<file path="config.mk">
export PLATFORM = sky130hd
export DESIGN_NAME = entropy_gate
export DESIGN_NICKNAME = d
export VERILOG_FILES = /design/src/rtl/entropy_gate_pkg.sv /design/src/rtl/entropy_gate_ctrl.sv /design/src/rtl/entropy_gate_path.sv /design/src/rtl/entropy_gate.sv
export SDC_FILE = /design/constraint.sdc
export NUM_CORES = 1
export LEC_CHECK = 0
export BUFFER_PORTS_ARGS = -buffer_cell sky130_fd_sc_hd__buf_2
export CAP_MARGIN = 20
export CORE_MARGIN = 2
export CORE_UTILIZATION = 40
export DETAILED_ROUTE_END_ITERATION = 7
export GPL_TIMING_DRIVEN = 0
export PLACE_DENSITY = 0.75
export SLEW_MARGIN = 20
export SYNTH_ARGS = -nofsm -noshare
export SYNTH_HDL_FRONTEND = slang
export SYNTH_SLANG_ARGS = --single-unit
</file>
<file path="constraint.sdc">
create_clock -name clk -period 2 [get_ports clk]
set_input_delay 0.1 -clock clk [delete_from_list [all_inputs] [get_ports clk]]
set_output_delay 0.1 -clock clk [all_outputs]
set_load 0.05 [all_outputs]
</file>
<file path="src/rtl/entropy_gate_pkg.sv">
package entropy_gate_pkg;

  typedef enum logic [2:0] {
    ST_RESET,
    ST_WAIT_TEST,
    ST_CHECK,
    ST_ENABLED,
    ST_FAIL
  } gateState_e;

  // strobes from the control FSM to the datapath
  typedef struct packed {
    logic gateOpen;   // state allows entropy to pass
    logic holdFail;   // locked-out state, datapath forces zeros
  } ctrlStrobes_t;

endpackage

</file>
<file path="src/rtl/entropy_gate_ctrl.sv">
module entropy_gate_ctrl
  import entropy_gate_pkg::*;
(
  input  logic         clk,
  input  logic         rstN,
  input  logic         testDone,
  input  logic         testPass,
  input  logic         warm,
  output ctrlStrobes_t strobes,
  output logic         bootEnable
);

  gateState_e state, stateNext;

  always_comb begin
    stateNext = state;
    unique case (state)
      ST_RESET:     stateNext = ST_WAIT_TEST;
      ST_WAIT_TEST: if (testDone) stateNext = testPass ? ST_CHECK : ST_FAIL;
      ST_CHECK:     if (warm) stateNext = ST_ENABLED;
      ST_ENABLED:   if (!warm) stateNext = ST_CHECK;
      ST_FAIL:      stateNext = ST_FAIL;
      default:      stateNext = ST_FAIL;
    endcase
  end

  always_ff @(posedge clk or negedge rstN) begin
    if (!rstN) state <= ST_RESET;
    else       state <= stateNext;
  end

  assign strobes.gateOpen = (state == ST_ENABLED);
  assign strobes.holdFail = (state == ST_FAIL);
  assign bootEnable       = (state == ST_ENABLED);

  // the failed state is terminal until reset
  assert_fail_sticky_R3: assert property (@(posedge clk) disable iff (!rstN)
    (state == ST_FAIL) |=> (state == ST_FAIL));

  // no verdict, no progress
  assert_wait_for_test_R2: assert property (@(posedge clk) disable iff (!rstN)
    (state == ST_WAIT_TEST && !testDone) |=> (state == ST_WAIT_TEST));

  // boot only rises after a warm cycle
  assert_boot_needs_warm_R4: assert property (@(posedge clk) disable iff (!rstN)
    $rose(bootEnable) |-> $past(warm));

endmodule

</file>
<file path="src/rtl/entropy_gate_path.sv">
module entropy_gate_path
  import entropy_gate_pkg::*;
#(
  parameter int TEMP_W  = 10,
  parameter int DATA_W  = 32,
  parameter int AGENT_W = 3,
  parameter logic [(1<<AGENT_W)-1:0] TRUST_MASK = 'h3,
  parameter logic [TEMP_W-1:0] THRESH_RST = 100
) (
  input  logic              clk,
  input  logic              rstN,
  input  ctrlStrobes_t      strobes,
  input  logic [TEMP_W-1:0] tempReading,
  input  logic              cfgWrEn,
  input  logic [AGENT_W-1:0] cfgAgent,
  input  logic [TEMP_W-1:0] cfgWrData,
  input  logic              rawValid,
  input  logic [DATA_W-1:0] rawData,
  output logic              warm,
  output logic [TEMP_W-1:0] threshold,
  output logic              violation,
  output logic              entValid,
  output logic [DATA_W-1:0] entData
);

  localparam int AGENT_N = 1 << AGENT_W;

  logic [AGENT_N-1:0] trustVec;
  logic               agentTrusted;
  logic               passNow;

  assign trustVec     = TRUST_MASK;
  assign agentTrusted = trustVec[cfgAgent];

  // unsigned strict compare: equal is too cold
  assign warm    = (tempReading > threshold);
  assign passNow = strobes.gateOpen && !strobes.holdFail && warm && rawValid;

  always_ff @(posedge clk or negedge rstN) begin
    if (!rstN) begin
      threshold <= THRESH_RST;
      violation <= 1'b0;
    end else if (cfgWrEn) begin
      if (agentTrusted) threshold <= cfgWrData;
      else              violation <= 1'b1;
    end
  end

  always_ff @(posedge clk or negedge rstN) begin
    if (!rstN) begin
      entValid <= 1'b0;
      entData  <= '0;
    end else begin
      entValid <= passNow;
      entData  <= passNow ? rawData : '0;
    end
  end

  // gated output carries no data
  assert_gated_zero_R5: assert property (@(posedge clk) disable iff (!rstN)
    !entValid |-> (entData == '0));

  // cold reading shuts the output on the next cycle
  assert_cold_gates_R7: assert property (@(posedge clk) disable iff (!rstN)
    !warm |=> !entValid);

  // trusted write lands
  assert_trusted_write_R8: assert property (@(posedge clk) disable iff (!rstN)
    (cfgWrEn && agentTrusted) |=> (threshold == $past(cfgWrData)));

  // untrusted write leaves the limit alone and flags
  assert_untrusted_keep_R9: assert property (@(posedge clk) disable iff (!rstN)
    (cfgWrEn && !agentTrusted) |=> ($stable(threshold) && violation));

  assert_viol_sticky_R9: assert property (@(posedge clk) disable iff (!rstN)
    violation |=> violation);

endmodule

</file>
<file path="src/rtl/entropy_gate.sv">
module entropy_gate
  import entropy_gate_pkg::*;
#(
  parameter int TEMP_W  = 10,
  parameter int DATA_W  = 32,
  parameter int AGENT_W = 3,
  parameter logic [(1<<AGENT_W)-1:0] TRUST_MASK = 'h3,
  parameter logic [TEMP_W-1:0] THRESH_RST = 100
) (
  input  logic               clk,
  input  logic               rstN,
  input  logic [TEMP_W-1:0]  tempReading,
  input  logic               cfgWrEn,
  input  logic [AGENT_W-1:0] cfgAgent,
  input  logic [TEMP_W-1:0]  cfgWrData,
  input  logic               testDone,
  input  logic               testPass,
  input  logic               rawValid,
  input  logic [DATA_W-1:0]  rawData,
  output logic [TEMP_W-1:0]  threshold,
  output logic               violation,
  output logic               entValid,
  output logic [DATA_W-1:0]  entData,
  output logic               bootEnable
);

  ctrlStrobes_t strobes;
  logic         warm;

  entropy_gate_ctrl u_ctrl (
    .clk        (clk),
    .rstN       (rstN),
    .testDone   (testDone),
    .testPass   (testPass),
    .warm       (warm),
    .strobes    (strobes),
    .bootEnable (bootEnable)
  );

  entropy_gate_path #(
    .TEMP_W     (TEMP_W),
    .DATA_W     (DATA_W),
    .AGENT_W    (AGENT_W),
    .TRUST_MASK (TRUST_MASK),
    .THRESH_RST (THRESH_RST)
  ) u_path (
    .clk         (clk),
    .rstN        (rstN),
    .strobes     (strobes),
    .tempReading (tempReading),
    .cfgWrEn     (cfgWrEn),
    .cfgAgent    (cfgAgent),
    .cfgWrData   (cfgWrData),
    .rawValid    (rawValid),
    .rawData     (rawData),
    .warm        (warm),
    .threshold   (threshold),
    .violation   (violation),
    .entValid    (entValid),
    .entData     (entData)
  );

endmodule

</file>
==> results of run 1 <==
## registers in the layout (all words and copies together), names as in the netlist
name              count
u_path.entData       32
u_path.threshold     10
u_path.violation      1
u_ctrl.state          3
u_path.entValid       1
## final cells by class
class                      instances  area, um^2
buffer                             7        97.6
clock buffer                       6        72.6
clock inverter                     1        30.0
fill                             398        1810
inverter                          11        41.3
multi-input combinational         89         796
sequential                        47        1180
tap                               54        67.6
timing repair buffer             110         596
## logic make-up (layout without fill, tap and decap cells)
kind of cell,count (synthesis),in the layout,synth area share
and+or+nand+nor,56,56,0.194
DFF,47,47,0.609
AOI/OAI and AO/OA,22,22,0.0782
buffers and inverters,18,135,0.0484
adders and majority gates,10,10,0.0646
muxes,1,1,0.00581
## metal layers
metal  part of all wire  vias up  global-route usage
met3              0.081        4              0.0549
li1                   -      763                   -
met5                  0        -                   0
met2               0.52       64               0.257
met1               0.40      748               0.190
met4             0.0057        0              0.0485
## placed cells by master, fill, tap and decap left out, types with 4 or more instances in the layout
cell type,netlist,layout
sky130_fd_sc_hd__nand2_1,11,11
sky130_fd_sc_hd__clkbuf_8,0,5
sky130_fd_sc_hd__ha_1,10,8
sky130_fd_sc_hd__inv_1,11,9
sky130_fd_sc_hd__dfrtp_1,44,40
sky130_fd_sc_hd__nor3b_1,29,11
sky130_fd_sc_hd__nor3b_2,4,22
sky130_fd_sc_hd__buf_6,3,5
sky130_fd_sc_hd__dfrtp_2,0,4
sky130_fd_sc_hd__o21ai_0,12,11
sky130_fd_sc_hd__buf_2,3,103
## critical path, delay by kind of cell (launching register included)
| family | cells | cell delay [ns] |
|---|---|---|
| adders and majority gates | 1 | 0.25 |
| and+or+nand+nor | 4 | 0.70 |
| buffers and inverters | 3 | 0.37 |
| DFF | 1 | 0.55 |
## per-stage QoR
| stage | setup TNS [ns] | worst slack (ns) | instance area (um^2) | total power, uW |
|---|---|---|---|---|
| 2_1_floorplan | -1.66 | -0.0641 | 1980 | 1420 |
| 3_3_place_gp | -2.78 | -0.102 | 2570 | 1580 |
| 3_5_place_dp | -2.82 | -0.108 | 2570 | 1580 |
| 4_1_cts | 0 | 0.0202 | 2690 | 2260 |
| 5_1_grt | -1.85 | -0.0771 | 2890 | 2400 |
| 6_report | 0 | 0.0337 | 2890 | 2270 |
## power breakdown
group	internal, uW	switching (uW)	total (uW)
Clock	366	293	660
Sequential	1010	33.8	1040
Combinational	220	352	572
Total	1590	679	2270
## worst paths after layout
path / endpoint / slack [ns]
worst min register to register: u_ctrl.state[1]$_DFFE_PN0P_ / 0.47
max in group asynchronous: u_path.threshold[9]$_DFFE_PN0P_ / 1.22
min in group asynchronous: u_path.entData[5]$_DFF_PN0_ / 0.35
worst min-delay path: u_path.threshold[8]$_DFFE_PN0P_ / 0.007
worst max-delay path: u_path.entData[3]$_DFF_PN0_ / 0.03
worst max register to register: u_path.entData[3]$_DFF_PN0_ / 0.03
## timing repair
item / CTS / global route
hold endpoints to repair: 0 / 44
pin swaps: 2 / 12
setup buffers: 2 / 2
gates cloned: 0 / 1
endpoints found under the setup margin: 31 / 30
gates resized for setup: 1 / 29
hold buffers: 0 / 1
==> results by group, run 1 <==
Clock network
  • Cell at the root of the clock tree: sky130_fd_sc_hd__clkbuf_8
  • Number of buffers on the longest clock path: 2
  • CTS Sinks: 47
  • Clock latency on the worst-skew pair: ~0.29 ns
  • Clock tree from TritonCTS: done
  • Clk pin slew, worst setup/hold paths: 0.08 ns
  • H-tree depth: 2
  • TritonCTS buffer count: 5

Detailed routing
  • Antenna-violating nets left: 0
  • Via count: between 1500 and 2000
  • Total detailed-routing wirelength: roughly 4.2 mm
  • Average detailed-routed wire length per instance: between 10 and 15 um
  • Remaining DRCs: 0
  • DRT Pass-1 Iters: 4
  • Count of routing violations after the opening detailed-route iteration: slightly above 40
  • Average via count per standard cell: slightly below 5

Worst hold path
  • Startpoint of the lowest-slack hold path: cfgWrData[8]
  • Path type of the worst min-delay path: in -> reg
  • Cells on Worst Hold Path: 3

Synthesis
  • Mean post-synth cell area: 12.6 um^2
  • Cell area after synthesis: 1940 um^2
  • Most common cell in the synthesized netlist: sky130_fd_sc_hd__dfrtp_1
  • Synthesis-stage register bit count: 47
  • Most common flop cell mapped by yosys: sky130_fd_sc_hd__dfrtp_1
  • Area leader, netlist: sky130_fd_sc_hd__dfrtp_1
  • Number of distinct library cells after synthesis: 27
  • Main area contributors after synthesis: sky130_fd_sc_hd__dfrtp_1, sky130_fd_sc_hd__nor3b_1, sky130_fd_sc_hd__ha_1
  • Post-Syn Nets: about 230
  • Area share of the largest cell type after synthesis: 0.568
  • Number of enable flip-flop cells after synthesis: 0
  • Commonest cells post-synth: sky130_fd_sc_hd__dfrtp_1, sky130_fd_sc_hd__nor3b_1, sky130_fd_sc_hd__o21ai_0
  • Number of instances in the synthesized netlist: between 150 and 200
  • Number of warning messages in the yosys log: 0
  • Sequential cell area fraction in the yosys report: 0.609
  • Async S/R FF share, synth: 1.00

Die
  • Die ar.: 5410 um^2
  • Core Area: between 4000 and 5000 um^2
  • Initial core utilization: 0.413
  • Die height: ~74 um
  • Number of standard-cell rows in the floorplan: 25
  • Number of ports placed on the die boundary: between 100 and 150
  • Width of the chip: between 70 and 80 um

Worst setup path
  • Delay of the slowest cell on the worst path: about 0.55 ns
  • Crit Path Category: reg -> reg
  • Cell mode on critical path: sky130_fd_sc_hd__nand4_1
  • Worst-path cell chain: inv_2 > ha_4 > nand4_1 > or3_4 > nand4_1 > buf_6 > clkbuf_16 > nor3b_2
  • Critical path data required time: 2.19 ns
  • Slowest cell on crit path: sky130_fd_sc_hd__dfstp_2
  • Data arrival at the endpoint of the critical path: around 2.2 ns
  • Number of cells on the worst reg-to-reg path: 8
  • Critical Path End Type: register
  • Largest fanout of any net on the critical path: 7
  • CP startpoint kind: register
  • Startpoint of the worst setup timing path: u_path.threshold[2]$_DFFE_PN1P_
  • Critical R2R Launch: u_path.threshold[2]$_DFFE_PN1P_

STA
  • Max transition margin: 0.527
  • Number of setup violations in the final report: 0
  • Unrepaired setup endpoints after global routing: yes
  • Total count of max-transition violations in the final report: 0
  • Period utilization: 0.983
  • Slew at the pin with the worst max-slew slack: between 0.7 and 0.8 ns
  • Highest clock frequency the design can meet: roughly 500 MHz
  • Largest clock skew in the final design: around 0.0046 ns
  • Number of failing hold endpoints at the final stage: 0
  • Min Clock Period, post-route: approximately 2.0 ns
  • Worst hold slack: 0.00750 ns

Layout
  • Fraction of final layout cells with drive strength greater than 1: 0.594
  • Final core utilization: 0.615
  • # diodes: 0
  • Final net count: 342
  • Final instance count without filler cells: roughly 330
  • Area growth from synthesis to final layout: 49.0%

Global routing
  • Global-route total usage across every layer: 0.156
  • Maximum number of pins on one net before global-route repair: between 40 and 50
  • Overflow left after global routing: 0
  • Vias in the first global route: 1488
  • First-pass GRT wire length: around 6.4 mm
  • Number of antenna violations at the first check in global routing: 0

Placement
  • Final HPWL from detailed placement: between 2 and 3 mm
  • Placer Congestion: roughly 0.75
  • Number of buffer cells added on primary ports: between 100 and 150
  • Inst Count DP: about 310

Flow run
  • Number of maximum-capacitance violations: 0

Power and ir drop
  • Ratio of total power to cell area: 788 nW/um^2
  • Static power due to leakage: between 0.001 and 0.0015 uW
  • Max VDD drop: ~0.45 mV

Status
  • Result of the run: completed
(Power assumes the default switching activity.)
==> run 2, diff against run 1 <==
Settings changed: ABC_AREA from default to 1, CORE_UTILIZATION 40 to 42.
==> run 2 against run 1 <==
  * Maximum frequency is 5.8% higher
  * Flip-flop and latch count stayed put
  * Clock power is 17% lower
  * Cell count is 24% higher
  * Worst hold slack better by 0.015 ns
  * Global-route usage is 0.17 points higher
  * Non-clock buffer count is 5 lower
  * Count of clock-buffer cells in the layout is 1 higher
  * Design area is 2.8% higher
  * Combinational power is 59% higher
  * Clock skew is 0.0017 ns higher
  * Critical path type unchanged
  * Largest power group unchanged
==> results by group, run 2 <==
Flow run
  • Number of maximum-capacitance violations: 0 (unchanged)

Worst hold path
  • Path type of the worst min-delay path: in -> reg (unchanged)

Detailed routing
  • Average via count per standard cell: 4.17 (was 4.86)
  • Average detailed-routed wire length per instance: 10.5 um (was 12.8 um)
  • DRT Pass-1 Iters: 4 (unchanged)
  • Remaining DRCs: 0 (unchanged)
  • Total detailed-routing wirelength: 4.24 mm (was 4.18 mm)
  • Via count: 1683 (was 1579)
  • Antenna-violating nets left: 0 (unchanged)
  • Count of routing violations after the opening detailed-route iteration: 53 (was 41)

Die
  • Die ar.: 5910 um^2 (was 5410 um^2)
  • Number of standard-cell rows in the floorplan: 26 (was 25)
  • Number of ports placed on the die boundary: 106 (unchanged)
  • Width of the chip: 76.9 um (was 73.6 um)
  • Die height: 76.9 um (was 73.6 um)
  • Initial core utilization: 0.437 (was 0.413)
  • Core Area: 5110 um^2 (was 4690 um^2)

Worst setup path
  • Largest fanout of any net on the critical path: 10 (was 7)
  • Critical Path End Type: register (unchanged)
  • Critical path data required time: 2.22 ns (was 2.19 ns)
  • Data arrival at the endpoint of the critical path: 2.08 ns (was 2.15 ns)
  • Crit Path Category: reg -> reg (unchanged)
  • CP startpoint kind: register (unchanged)

Clock network
  • Clock latency on the worst-skew pair: 0.29 ns (about the same)
  • Clock tree from TritonCTS: done (unchanged)
  • Clk pin slew, worst setup/hold paths: 0.08 ns (about the same)
  • Number of buffers on the longest clock path: 2 (unchanged)
  • Cell at the root of the clock tree: sky130_fd_sc_hd__clkbuf_8 (unchanged)
  • TritonCTS buffer count: 5 (unchanged)
  • Number of buffers inserted by post-CTS setup repair: 0 (was 2)
  • H-tree depth: 2 (unchanged)
  • CTS Sinks: 47 (unchanged)

Synthesis
  • Number of warning messages in the yosys log: 0 (unchanged)
  • Mean post-synth cell area: 10.2 um^2 (was 12.6 um^2)
  • Sequential cell area fraction in the yosys report: 0.529 (was 0.609)
  • Area leader, netlist: sky130_fd_sc_hd__dfrtp_1 (unchanged)
  • Most common flop cell mapped by yosys: sky130_fd_sc_hd__dfrtp_1 (unchanged)
  • Cell area after synthesis: 2230 um^2 (was 1940 um^2)
  • Area share of the largest cell type after synthesis: 0.493 (was 0.568)
  • Synthesis-stage register bit count: 47 (unchanged)
  • Number of enable flip-flop cells after synthesis: 0 (unchanged)
  • Main area contributors after synthesis: sky130_fd_sc_hd__dfrtp_1, sky130_fd_sc_hd__nor2_4, sky130_fd_sc_hd__inv_1 (was sky130_fd_sc_hd__dfrtp_1, sky130_fd_sc_hd__nor3b_1, sky130_fd_sc_hd__ha_1)
  • Post-Syn Nets: 289 (was 225)
  • Number of instances in the synthesized netlist: 218 (was 154)
  • Commonest cells post-synth: sky130_fd_sc_hd__inv_1, sky130_fd_sc_hd__dfrtp_1, sky130_fd_sc_hd__nor2_4 (was sky130_fd_sc_hd__dfrtp_1, sky130_fd_sc_hd__nor3b_1, sky130_fd_sc_hd__o21ai_0)
  • Most common cell in the synthesized netlist: sky130_fd_sc_hd__inv_1 (was sky130_fd_sc_hd__dfrtp_1)
  • Async S/R FF share, synth: 1.00 (unchanged)
  • Number of distinct library cells after synthesis: 25 (was 27)

Placement
  • Number of buffer cells added on primary ports: 104 (unchanged)
  • Placed Area: 2840 um^2 (was 2570 um^2)
  • Final HPWL from detailed placement: 3.25 mm (was 2.95 mm)
  • Placer Congestion: 0.757 (was 0.746)

STA
  • Number of failing hold endpoints at the final stage: 0 (unchanged)
  • Unrepaired setup endpoints after global routing: no (was yes)
  • Highest clock frequency the design can meet: 538 MHz (was 509 MHz)
  • TNS Setup: 0 ns (unchanged)
  • Min Clock Period, post-route: 1.86 ns (was 1.97 ns)
  • Largest clock skew in the final design: 0.00635 ns (was 0.00463 ns)
  • Slew at the pin with the worst max-slew slack: 0.598 ns (was 0.706 ns)
  • Period utilization: 0.930 (was 0.983)
  • Total count of max-transition violations in the final report: 0 (unchanged)
  • Number of setup violations in the final report: 0 (unchanged)
  • Max transition margin: 0.602 (was 0.527)

Global routing
  • Grt met3 use: 0.0647 (was 0.0549)
  • Number of antenna violations at the first check in global routing: 0 (unchanged)
  • Maximum number of pins on one net before global-route repair: 48 (unchanged)
  • Vias in the first global route: 1763 (was 1488)
  • Met1 GRT Util: 0.172 (was 0.190)
  • Global-route total usage across every layer: 0.157 (was 0.156)
  • Global routing met2 resource utilization: 0.280 (was 0.257)
  • Most utilized layer in the global route result: met2 (unchanged)
  • Overflow left after global routing: 0 (unchanged)
  • First-pass GRT wire length: 7.49 mm (was 6.40 mm)

Layout
  • Top reg by flops: u_path.entData (unchanged)
  • # diodes: 0 (unchanged)
  • Final net count: 404 (was 342)
  • Most frequent cells in the layout: sky130_fd_sc_hd__buf_2, sky130_fd_sc_hd__inv_1, sky130_fd_sc_hd__dfrtp_1 (was sky130_fd_sc_hd__buf_2, sky130_fd_sc_hd__dfrtp_1, sky130_fd_sc_hd__nor3b_2)
  • Final std cell area, no fill: 2970 um^2 (was 2890 um^2)
  • Largest registers: u_path.entData (32), u_path.threshold (10), u_ctrl.state (3) (unchanged)
  • Most common library cell in the layout ignoring fill and taps: sky130_fd_sc_hd__buf_2 (unchanged)
  • Fraction of final layout cells with drive strength greater than 1: 0.470 (was 0.594)
  • Area growth from synthesis to final layout: 32.9% (was 49.0%)
  • Flip-flop count of the largest register, all copies and words added: 32 (unchanged)

Power and ir drop
  • Part of the total power dissipated in combinational logic: 0.359 (was 0.251)
  • Ratio of total power to cell area: 852 nW/um^2 (was 788 nW/um^2)
  • Static power due to leakage: 0.00178 uW (was 0.00149 uW)
  • Clock network fraction of design power: 0.216 (was 0.290)
  • Design internal power: 1560 uW (was 1590 uW)
  • Sequential share of power: 0.426 (was 0.458)
  • Net switching power figure: 972 uW (was 679 uW)
  • Max VDD drop: 0.457 mV (was 0.449 mV)
  • Switching part of the total power: 0.385 (was 0.299)

Status
  • Result of the run: completed (unchanged)
## run 2: cell count changes in the layout (fill, tap and decap cells not counted), sizes merged, moves of 2 or more
cell         before  now
a21o              2    0
a21oi             2   13
buf             114  107
dlygate4sd3       1    4
inv              11   60
nand2            11   21
nand2b            2    0
nand3             1    4
nor2              3   49
nor3b            33    0
o21ai            12    3
## run 2: cell families (layout without fill, tap and decap cells)
family,after synthesis,after routing,share of synthesized area
flip-flops,47,47,0.529
buffers and inverters,64,180,0.126
AND/OR/NAND/NOR,79,79,0.246
multiplexers,1,1,0.00504
AO/OA/AOI/OAI,17,17,0.0392
adder cells (fa/ha/maj),10,10,0.0561
## run 2: critical path: stages (launching register included)
cell,delay (ns)
sky130_fd_sc_hd__dfstp_2,0.54
sky130_fd_sc_hd__inv_1,0.05
sky130_fd_sc_hd__ha_1,0.30
sky130_fd_sc_hd__nand2_2,0.08
sky130_fd_sc_hd__nor2_4,0.12
sky130_fd_sc_hd__nand3_2,0.10
sky130_fd_sc_hd__nand3_4,0.12
sky130_fd_sc_hd__nand4_4,0.18
sky130_fd_sc_hd__buf_6,0.22
sky130_fd_sc_hd__nor2_2,0.09
## run 2: per-stage QoR
stage | hold WS [ns] | setup WS [ns] | std cells | power (uW) | utilization
6_report | 0.0229 | 0.141 | 404 | 2530 | 0.581
5_1_grt | 0.0147 | 0.0124 | 404 | 2690 | 0.581
4_1_cts | 0.00769 | 0.110 | 402 | 2570 | 0.576
3_5_place_dp | 0.316 | 0.133 | 392 | 2010 | 0.556
3_3_place_gp | 0.316 | 0.163 | 392 | 1990 | 0.556
2_1_floorplan | -0.196 | 0.0335 | 218 | 1780 | -
## run 2: per-layer routing
layer  part of all wire  vias up
met5                  0        -
met4             0.0094        0
met3              0.095        7
met2               0.50       63
met1               0.39      752
li1                   -      861
## run 2: power by group through the flow
stage / Sequential (uW) / Clock (uW) / Combinational, uW
floorplan: 1380 / 0 / 398
global placement: 1090 / 0 / 897
detailed placement: 1100 / 0 / 912
CTS: 1080 / 575 / 918
global route: 1090 / 611 / 993
finish: 1080 / 545 / 907
## run 2: worst paths after layout
check | slack [ns] | to | startpoint | depth (start not counted)
max in group asynchronous | 1.24 | u_path.entData[9]$_DFF_PN0_ | rstN | 2
min reg2reg | 0.49 | u_path.threshold[6]$_DFFE_PN1P_ | u_path.threshold[6]$_DFFE_PN1P_ | 2
min | 0.02 | u_path.entData[26]$_DFF_PN0_ | rawData[26] | 3
min in group asynchronous | 0.34 | u_path.entData[25]$_DFF_PN0_ | rstN | 2
max reg2reg | 0.14 | u_path.entData[30]$_DFF_PN0_ | u_path.threshold[5]$_DFFE_PN1P_ | 9
max | 0.14 | u_path.entData[30]$_DFF_PN0_ | u_path.threshold[5]$_DFFE_PN1P_ | 9
## run 2: area by class of cell
type                    count  area, um^2
flip-flops and latches     47        1180
fillers                   476        2140
plain buffers               4        55.1
multi-input cells         107         772
inverters                  60         225
repair buffers            108         563
clock buffers               7        76.3
well taps                  70        87.6
clock inverters             1        7.51
## run 2: what timing repair did
action,CTS,global route
hold buffers,2,2
gates resized for setup,0,0
endpoints found under the hold margin,2,45
